**config.mk**
```make
export PLATFORM = sky130hd
export DESIGN_NAME = pwr_guard
export DESIGN_NICKNAME = d
export VERILOG_FILES = /design/src/rtl/pwr_guard_pkg.sv /design/src/rtl/pwr_guard_hyst.sv /design/src/rtl/pwr_guard_seq.sv /design/src/rtl/pwr_guard.sv
export SDC_FILE = /design/constraint.sdc
export NUM_CORES = 1
export LEC_CHECK = 0
export CORE_MARGIN = 4
export CORE_UTILIZATION = 30
export DETAILED_ROUTE_END_ITERATION = 16
export HOLD_SLACK_MARGIN = 0.03
export SYNTH_ARGS = -nofsm -noshare
export SYNTH_HDL_FRONTEND = slang
export SYNTH_SLANG_ARGS = --single-unit
```
**constraint.sdc**
```tcl
create_clock -name clk -period 1 [get_ports clk]
set_input_delay 0.1 -clock clk [delete_from_list [all_inputs] [get_ports clk]]
set_output_delay 0.1 -clock clk [all_outputs]
set_load 0.02 [all_outputs]
```
**src/rtl/pwr_guard_pkg.sv**
```systemverilog
package pwr_guard_pkg;
  typedef enum logic [1:0] {
    ST_LOCK = 2'd0,
    ST_CAL  = 2'd1,
    ST_RUN  = 2'd2
  } guard_state_e;
endpackage

```
**src/rtl/pwr_guard_hyst.sv**
```systemverilog
// Registered comparator with hysteresis: sets at code >= SET_AT, clears at code < CLR_AT.
module pwr_guard_hyst #(
  parameter int W      = 10,
  parameter int SET_AT = 435,
  parameter int CLR_AT = 415
) (
  input  logic         clk,
  input  logic         rst_n,
  input  logic [W-1:0] code,
  output logic         flag_d,
  output logic         flag_q
);
  localparam logic [W-1:0] SET_V = W'(SET_AT);
  localparam logic [W-1:0] CLR_V = W'(CLR_AT);

  always_comb begin
    if (flag_q) flag_d = (code >= CLR_V);
    else        flag_d = (code >= SET_V);
  end

  always_ff @(posedge clk or negedge rst_n) begin
    if (!rst_n) flag_q <= 1'b0;
    else        flag_q <= flag_d;
  end
endmodule

```
**src/rtl/pwr_guard_seq.sv**
```systemverilog
// Calibration hold sequencer: lockout -> hold -> run.
module pwr_guard_seq
  import pwr_guard_pkg::*;
#(
  parameter int CAL_CYCLES = 2800000
) (
  input  logic         clk,
  input  logic         rst_n,
  input  logic         sup_ok_d,
  output guard_state_e state_d,
  output logic         cal_start_q,
  output logic         calibrating_q
);
  localparam int CNT_W = (CAL_CYCLES > 1) ? $clog2(CAL_CYCLES) : 1;
  localparam logic [CNT_W-1:0] LAST = CNT_W'(CAL_CYCLES - 1);

  guard_state_e     state_q;
  logic [CNT_W-1:0] cnt_q, cnt_d;
  logic             cnt_en;
  logic             start_d;

  always_comb begin
    state_d = state_q;
    cnt_d   = cnt_q;
    start_d = 1'b0;
    unique case (state_q)
      ST_LOCK: begin
        if (sup_ok_d) begin
          state_d = ST_CAL;
          cnt_d   = '0;
          start_d = 1'b1;
        end
      end
      ST_CAL: begin
        if (!sup_ok_d)         state_d = ST_LOCK;
        else if (cnt_q == LAST) state_d = ST_RUN;
        else                   cnt_d   = cnt_q + 1'b1;
      end
      ST_RUN: begin
        if (!sup_ok_d) state_d = ST_LOCK;
      end
      default: state_d = ST_LOCK;
    endcase
  end

  assign cnt_en = start_d || (state_q == ST_CAL);

  always_ff @(posedge clk or negedge rst_n) begin
    if (!rst_n) begin
      state_q       <= ST_LOCK;
      cal_start_q   <= 1'b0;
      calibrating_q <= 1'b0;
    end else begin
      state_q       <= state_d;
      cal_start_q   <= start_d;
      calibrating_q <= (state_d == ST_CAL);
    end
  end

  always_ff @(posedge clk or negedge rst_n) begin
    if (!rst_n)      cnt_q <= '0;
    else if (cnt_en) cnt_q <= cnt_d;
  end
endmodule

```
**src/rtl/pwr_guard.sv**
```systemverilog
module pwr_guard
  import pwr_guard_pkg::*;
#(
  parameter int SUP_W      = 10,
  parameter int UV_RISE    = 435,
  parameter int UV_HYST    = 20,
  parameter int TEMP_W     = 8,
  parameter int OT_TRIP    = 170,
  parameter int OT_HYST    = 20,
  parameter int CAL_CYCLES = 2800000,
  parameter bit TSD_EN     = 1'b1
) (
  input  logic              clk,
  input  logic              rst_n,
  input  logic              enable,
  input  logic [SUP_W-1:0]  supply_code,
  input  logic [TEMP_W-1:0] temp_code,
  output logic              ready,
  output logic              cal_start,
  output logic              calibrating,
  output logic              uvlo_active,
  output logic              thermal_shutdown
);
  localparam int UV_FALL = UV_RISE - UV_HYST;
  localparam int OT_SET  = OT_TRIP + 1;
  localparam int OT_CLR  = OT_TRIP - OT_HYST + 1;

  logic [1:0]   rst_pipe;
  logic         rst_int_n;
  logic         sup_ok_d, sup_ok_q;
  logic         hot_d, hot_q;
  logic         ready_d, ready_q;
  guard_state_e state_d;

  // asynchronous assert, synchronous release
  always_ff @(posedge clk or negedge rst_n) begin
    if (!rst_n) rst_pipe <= 2'b00;
    else        rst_pipe <= {rst_pipe[0], 1'b1};
  end
  assign rst_int_n = rst_pipe[1];

  pwr_guard_hyst #(.W(SUP_W), .SET_AT(UV_RISE), .CLR_AT(UV_FALL)) u_uvlo (
    .clk(clk), .rst_n(rst_int_n), .code(supply_code),
    .flag_d(sup_ok_d), .flag_q(sup_ok_q)
  );

  generate
    if (TSD_EN) begin : g_tsd
      pwr_guard_hyst #(.W(TEMP_W), .SET_AT(OT_SET), .CLR_AT(OT_CLR)) u_ot (
        .clk(clk), .rst_n(rst_int_n), .code(temp_code),
        .flag_d(hot_d), .flag_q(hot_q)
      );
    end else begin : g_no_tsd
      logic [TEMP_W-1:0] temp_unused;
      assign temp_unused = temp_code;
      assign hot_d = 1'b0;
      assign hot_q = 1'b0;
    end
  endgenerate

  pwr_guard_seq #(.CAL_CYCLES(CAL_CYCLES)) u_seq (
    .clk(clk), .rst_n(rst_int_n), .sup_ok_d(sup_ok_d),
    .state_d(state_d), .cal_start_q(cal_start), .calibrating_q(calibrating)
  );

  assign ready_d = (state_d == ST_RUN) && sup_ok_d && enable && !hot_d;

  always_ff @(posedge clk or negedge rst_int_n) begin
    if (!rst_int_n) ready_q <= 1'b0;
    else            ready_q <= ready_d;
  end

  assign ready            = ready_q;
  assign uvlo_active      = !sup_ok_q;
  assign thermal_shutdown = hot_q;
endmodule

```
======== Yosys cells after proc, flatten, opt, wreduce, memory -nomap -nowiden ========
Index checks and enable logic that the tools add are counted.
storage, ports and cells
  register bits after elaboration ......... 31
  input bits .............................. 21
  output and inout port bits .............. 5
  logic and storage cells ................. 43
cells by class
  add/subtract/negate cells ............... 1
  magnitude comparators ................... 4
  equal/unequal tests ..................... 8
  mux-type cells .......................... 13
  reductions and logical operators ........ 9
operators with widths
  cell                                                                                   count
  22-bit two-way mux                                                                     3
  22-bit case mux with 2 select lines                                                    1
  22-bit by 1-bit adder with 22-bit output (second input constant)                       1
  22-bit equality test (second input constant)                                           1
  10-bit by 9-bit greater-or-equal comparator with 1-bit output (second input constant)  2
  8-bit greater-or-equal comparator (second input constant)                              2
  2-bit two-way mux                                                                      4
  2-bit inequality test (second input constant)                                          3
  2-bit case mux with 3 select lines                                                     1
  5-bit AND reduction                                                                    1
  2-bit by 1-bit equality test with 1-bit output (second input constant)                 2
  2-bit equality test (second input constant)                                            2
  1-bit two-way mux                                                                      4
  1-bit logical AND                                                                      3
  1-bit zero test                                                                        2
  2-bit zero test                                                                        1
  2-bit nonzero test                                                                     1
  1-bit logical OR                                                                       1

======== Longest topological paths before layout ========
  word-level depth ........................ 8
  mapped depth ............................ 7
  gate-level depth less buffers ........... 6

======== Modules after synthesis ========
From an unflattened synthesis, not the netlist that was laid out.
unflattened totals
  cells, all modules ...................... 188
  area, all modules ....................... 1742.9 sq um
modules (own cells, without submodules)
  module                        times used  cells each  area each (sq um)  sequential area each (sq um)
  pwr_guard_seq                 1           164         1493.9             650.6
  pwr_guard                     1           7           95.1               75.1
  pwr_guard_hyst at g_tsd.u_ot  1           8           78.8               25.0
  pwr_guard_hyst at u_uvlo      1           9           75.1               25.0

======== Least setup slack after synthesis ========
No wires, ideal clock.
  path type ............................... reg2reg
  start point ............................. register u_seq.cnt_q[1]
  end point ............................... register ready_q, in the netlist ready
  setup time .............................. 0.067 ns
  arrival ................................. 2.046 ns
  required time ........................... 0.933 ns
  slack ................................... -1.112 ns
  stages on the path, launching flop included .. 8
  path buffers ............................ 1
  clock period less this slack ............ 2.112 ns
  cells stage by stage .................... dfrtp_1 ha_1 nand3_1 or4_1 buf_2 or4_1 a211oi_2 and3b_1
on the way
  cells in the longest elaborated chain, start to end .. 8
ends and longest elaborated chain
  element                             line                 RTL
  start, declared                     pwr_guard_seq.sv:18  logic [CNT_W-1:0] cnt_q, cnt_d;
  start signal, assigned              pwr_guard_seq.sv:62  else if (cnt_en) cnt_q <= cnt_d;
  22-bit equality test                pwr_guard_seq.sv:36  else if (cnt_q == LAST) state_d = ST_RUN;
  2-bit two-way mux                   pwr_guard_seq.sv:36
  2-bit two-way mux                   pwr_guard_seq.sv:35  if (!sup_ok_d) state_d = ST_LOCK;
  2-bit case mux with 3 select lines  pwr_guard_seq.sv:26  unique case (state_q)
  net state_d[1]                      pwr_guard.sv:33      guard_state_e state_d;
  2-bit equality test                 pwr_guard.sv:66      assign ready_d = (state_d == ST_RUN) && sup_ok_d && enable && !hot_d;
  1-bit logical AND (3 in a row)      pwr_guard.sv:66
  net ready_d                         pwr_guard.sv:32      logic ready_d, ready_q;
  end signal, assigned                pwr_guard.sv:70      else ready_q <= ready_d;
  end, declared                       pwr_guard.sv:32
The timed path passes the listed nets, and every way through them passes these cells.
A chain may end at the register's enable or synchronous reset.

======== Final worst setup path ========
  start point ............................. register u_seq.cnt_q[0]
  end point ............................... register ready_q, in the netlist ready
Same word-level chain as after synthesis.

==> results.md <==
- Combinational cell fraction of total power: 0.381
- Clock transition at the registers of the reported paths: 0.07 ns
- Area of the multi-input gates: roughly 0.0012 sq mm
- Most common flop cell mapped by yosys: sky130_fd_sc_hd__dfrtp_1
- Post-DR vias/cell: roughly 5.3
- Insertion delay to the later sink of the worst-skew pair: between 0.2 and 0.3 ns
- Half-perimeter wire length after detailed placement: approximately 3700 um
- Worst stage delay on the critical path: 0.44 ns
- Layout Cells excl Fill: 376
- Most area-hungry cell type in the Yosys netlist: sky130_fd_sc_hd__dfrtp_1
- Placement Rows: 27
- Number of buffers created by CTS: 5
- Unrepaired setup endpoints after global routing: yes
- Setup TNS: -21.51 ns
- Crit-path most repeated cell: sky130_fd_sc_hd__or4_4
- Number of global-route vias before repair: 2002
- # Max-Cap Violations: 0
- Vertical extent of the die: about 85 um
- Fraction of power consumed by the clock network: 0.218
- Global-route wire length before repair: about 9800 um
- Switch share: 0.3411
- Fmax: roughly 500 MHz
- Area of the placeable core: between 0.005 and 0.006 sq mm
- Syn. warnings: 0
- Avg Inst Size Synth: roughly 8.6 sq um
- Number of top-level pins: 26
- Count of state elements after synthesis: 31
- # nets final: 325
- Setup CP Type: flip-flop to flip-flop
- TritonRoute pass-1 iters: 4
- Effective utilization at floorplan: 0.3158
- Worst path setup slack after routing: -1.007 ns
- Failing checks: negative setup slack
- Cell-internal power: 0.002898 W
- Status: complete, but fails checks
- Leading cell types by total area after synthesis: sky130_fd_sc_hd__dfrtp_1, sky130_fd_sc_hd__nand2_1, sky130_fd_sc_hd__nand4_1
- Count of final setup violators: 29
- Power per cell area: roughly 1400 mW/mm^2
- Count of port buffers added during placement: 25
- Data required time at the worst endpoint: around 1.2 ns
- Post-route ant nets: 0
- Power, Total: about 0.0044 W
- Share of final-layout standard cells stronger than drive strength 1: 0.4145
- Critical Path Fanout Max: 2
- Class of the tightest hold or removal check: flip-flop to asynchronous set/reset pin
- Longest Clk Path Bufs: 2
- Clock tree skew after final layout: between 0.006 and 0.007 ns
- IR drop worst, VDD: around 990 uV
- Share of synthesized area occupied by flip-flops and latches: 0.4354
- Sequential standard cell area: approximately 780 sq um
- Critical path launch point type: flip-flop
- Final standard cell utilization of the core: 0.5434
- Switch Pwr: between 0.0015 and 0.002 W
- Worst hold-check slack: roughly 0.22 ns
- Data arrival time at the worst-slack endpoint: between 2 and 2.5 ns
- Total of fill cells in the finished design: between 400 and 500
- WP buf/inv: 0
- Synthesized net count: between 200 and 250
- Cells after synthesis: a little over 200
- Reg2reg setup slack: -1.01 ns
- Via Count: 1999
- Flop pwr share: 0.402
- Post-detailed-routing wire length: about 6000 um
- Area share of the largest cell type after synthesis: 0.4354
- Cell count after placement: 350
- Final Hold Viols: 0
- Cell type of the slowest stage on the worst timing path: sky130_fd_sc_hd__or4_4
- Final global-route overflow total: 0
- LEAKAGE: approximately 1.3 nW
- Fin crit period: around 2 ns
- Clock Tree Root: sky130_fd_sc_hd__clkbuf_8
- Period utilisation layout: 2.007
- CP top delay family: simple AND/OR/NAND/NOR gates
- Antenna cell count: 0
- Critical path endpoint category: flip-flop
- Final weighted congestion in routability-driven placement: about 0.82
- Number of levels the H-tree was split into: 2
- Pins over their slew limit: 0
- Horizontal die dimension: between 80 and 90 um
- Combined global-route utilization of all metal layers: 0.1683
- Signed area change from the synthesized netlist to the final layout: 72.05%
- Pin count of the biggest net entering global routing: 30
- Number of sinks handled by clock tree synthesis: 31
- Ys async rst share: 1.000
- Most frequent cells after synthesis: sky130_fd_sc_hd__dfrtp_1, sky130_fd_sc_hd__nand2_1, sky130_fd_sc_hd__nand3_1, sky130_fd_sc_hd__nor2_1, sky130_fd_sc_hd__nand4_1
- Total standard cell area after synthesis: roughly 0.0018 sq mm
- Cell breakdown of the critical path: ha_4 -> nand3_4 -> or4_4 -> or4_4 -> a211oi_4 -> and3b_1
- Detailed-route DRC error count: 0
- Count of flip-flops with a built-in enable after synthesis: 0
- DRC violation total after the first TritonRoute iteration: 100
- Number of distinct library cells after synthesis: 44
- CTS tree: done
- Die area: between 0.007 and 0.008 sq mm
- Number of antenna violations at the first check in global routing: 0
- Routed wire length per instance: between 15 and 20 um
## routing by layer
| metal | vias up | global-route usage | share of wire |
|---|---|---|---|
| met1 | 980 | 0.2141 | 0.43 |
| met3 | 12 | 0.03883 | 0.037 |
| met2 | 37 | 0.2910 | 0.51 |
| li1 | 970 | - | - |
| met5 | - | 0 | 0 |
| met4 | 0 | 0.03453 | 0.017 |
## worst paths after layout
check	start	depth (start not counted)	endpoint
max	u_seq.cnt_q[0]	6	ready
min	rst_pipe[1]	1	u_seq.cnt_q[21]
max reg2reg	u_seq.cnt_q[0]	6	ready
min reg2reg	rst_pipe[1]	1	u_seq.cnt_q[21]
max in group asynchronous	rst_n	2	rst_pipe[0]
min in group clk	rst_pipe[0]	0	rst_pipe[1]
## placed cells by master, fill, tap and decap left out, types with 6 or more instances in the layout
master / Yosys / routed
sky130_fd_sc_hd__buf_4: 1 / 57
sky130_fd_sc_hd__buf_6: 0 / 17
sky130_fd_sc_hd__clkdlybuf4s50_1: 0 / 20
sky130_fd_sc_hd__dfrtp_1: 31 / 28
sky130_fd_sc_hd__inv_1: 6 / 6
sky130_fd_sc_hd__nand2_1: 31 / 29
sky130_fd_sc_hd__nand3_1: 14 / 11
sky130_fd_sc_hd__nand4_1: 12 / 12
sky130_fd_sc_hd__nor2_1: 13 / 7
sky130_fd_sc_hd__o211ai_1: 7 / 7
## power groups by stage
stage	sequential, W	combinational [W]	clock, W
floorplan	0.00183	0.000646	0
global placement	0.00175	0.00140	0
detailed placement	0.00176	0.00143	0
CTS	0.00175	0.00158	0.000978
global route	0.00181	0.00184	0.00104
finish	0.00177	0.00167	0.000957
## registers in the layout (all words and copies together) (netlist names)
| signal | cells |
|---|---|
| u_seq.cnt_q | 22 |
| rst_pipe | 2 |
| u_seq.state_q | 2 |
| g_tsd.u_ot.flag_q | 1 |
| ready | 1 |
| u_seq.cal_start_q | 1 |
| u_seq.calibrating_q | 1 |
| u_uvlo.flag_q | 1 |
## what timing repair did
action	CTS	global route
buffers inserted	11	9
pin swaps	14	17
gates cloned	1	0
hold buffers	1	0
setup endpoints to repair	34	31
gates resized for setup	51	33
hold endpoints to repair	2	0
## cell type report
cell class                      instances  share of cell area
Timing Repair Buffer                  100              0.2837
Clock buffer                            7             0.02490
Multi-Input combinational cell        159              0.3988
Sequential cell                        31              0.2543
Clock inverter                          1            0.001633
Inverter                                6            0.007347
Tap cell                               72             0.02939
## cell families (layout without fill, tap and decap cells)
group	after synthesis	in the layout	share of synthesized area
fa+ha+maj	1	1	0.007021
compound gates	41	42	0.1685
simple gates	115	115	0.3476
buf+inv	17	114	0.03933
other cells	1	1	0.002105
flops	31	31	0.4354
## stage by stage
stage / cell area, sq um / worst slack, ns
final: 3065 / -1.007
after floorplan: 1899 / -1.053
after global routing: 3065 / -1.086
after CTS: 2898 / -1.002
after global placement: 2603 / -0.9758
after detailed placement: 2603 / -1.002
## worst register-to-register path, stage by stage, from the launching register on
cell and delay, ns:
sky130_fd_sc_hd__dfrtp_1 0.40, sky130_fd_sc_hd__ha_4 0.17, sky130_fd_sc_hd__nand3_4 0.08, sky130_fd_sc_hd__or4_4 0.43, sky130_fd_sc_hd__or4_4 0.44, sky130_fd_sc_hd__a211oi_4 0.25, sky130_fd_sc_hd__and3b_1 0.17
Note: power is estimated with default switching activity, not from simulation.
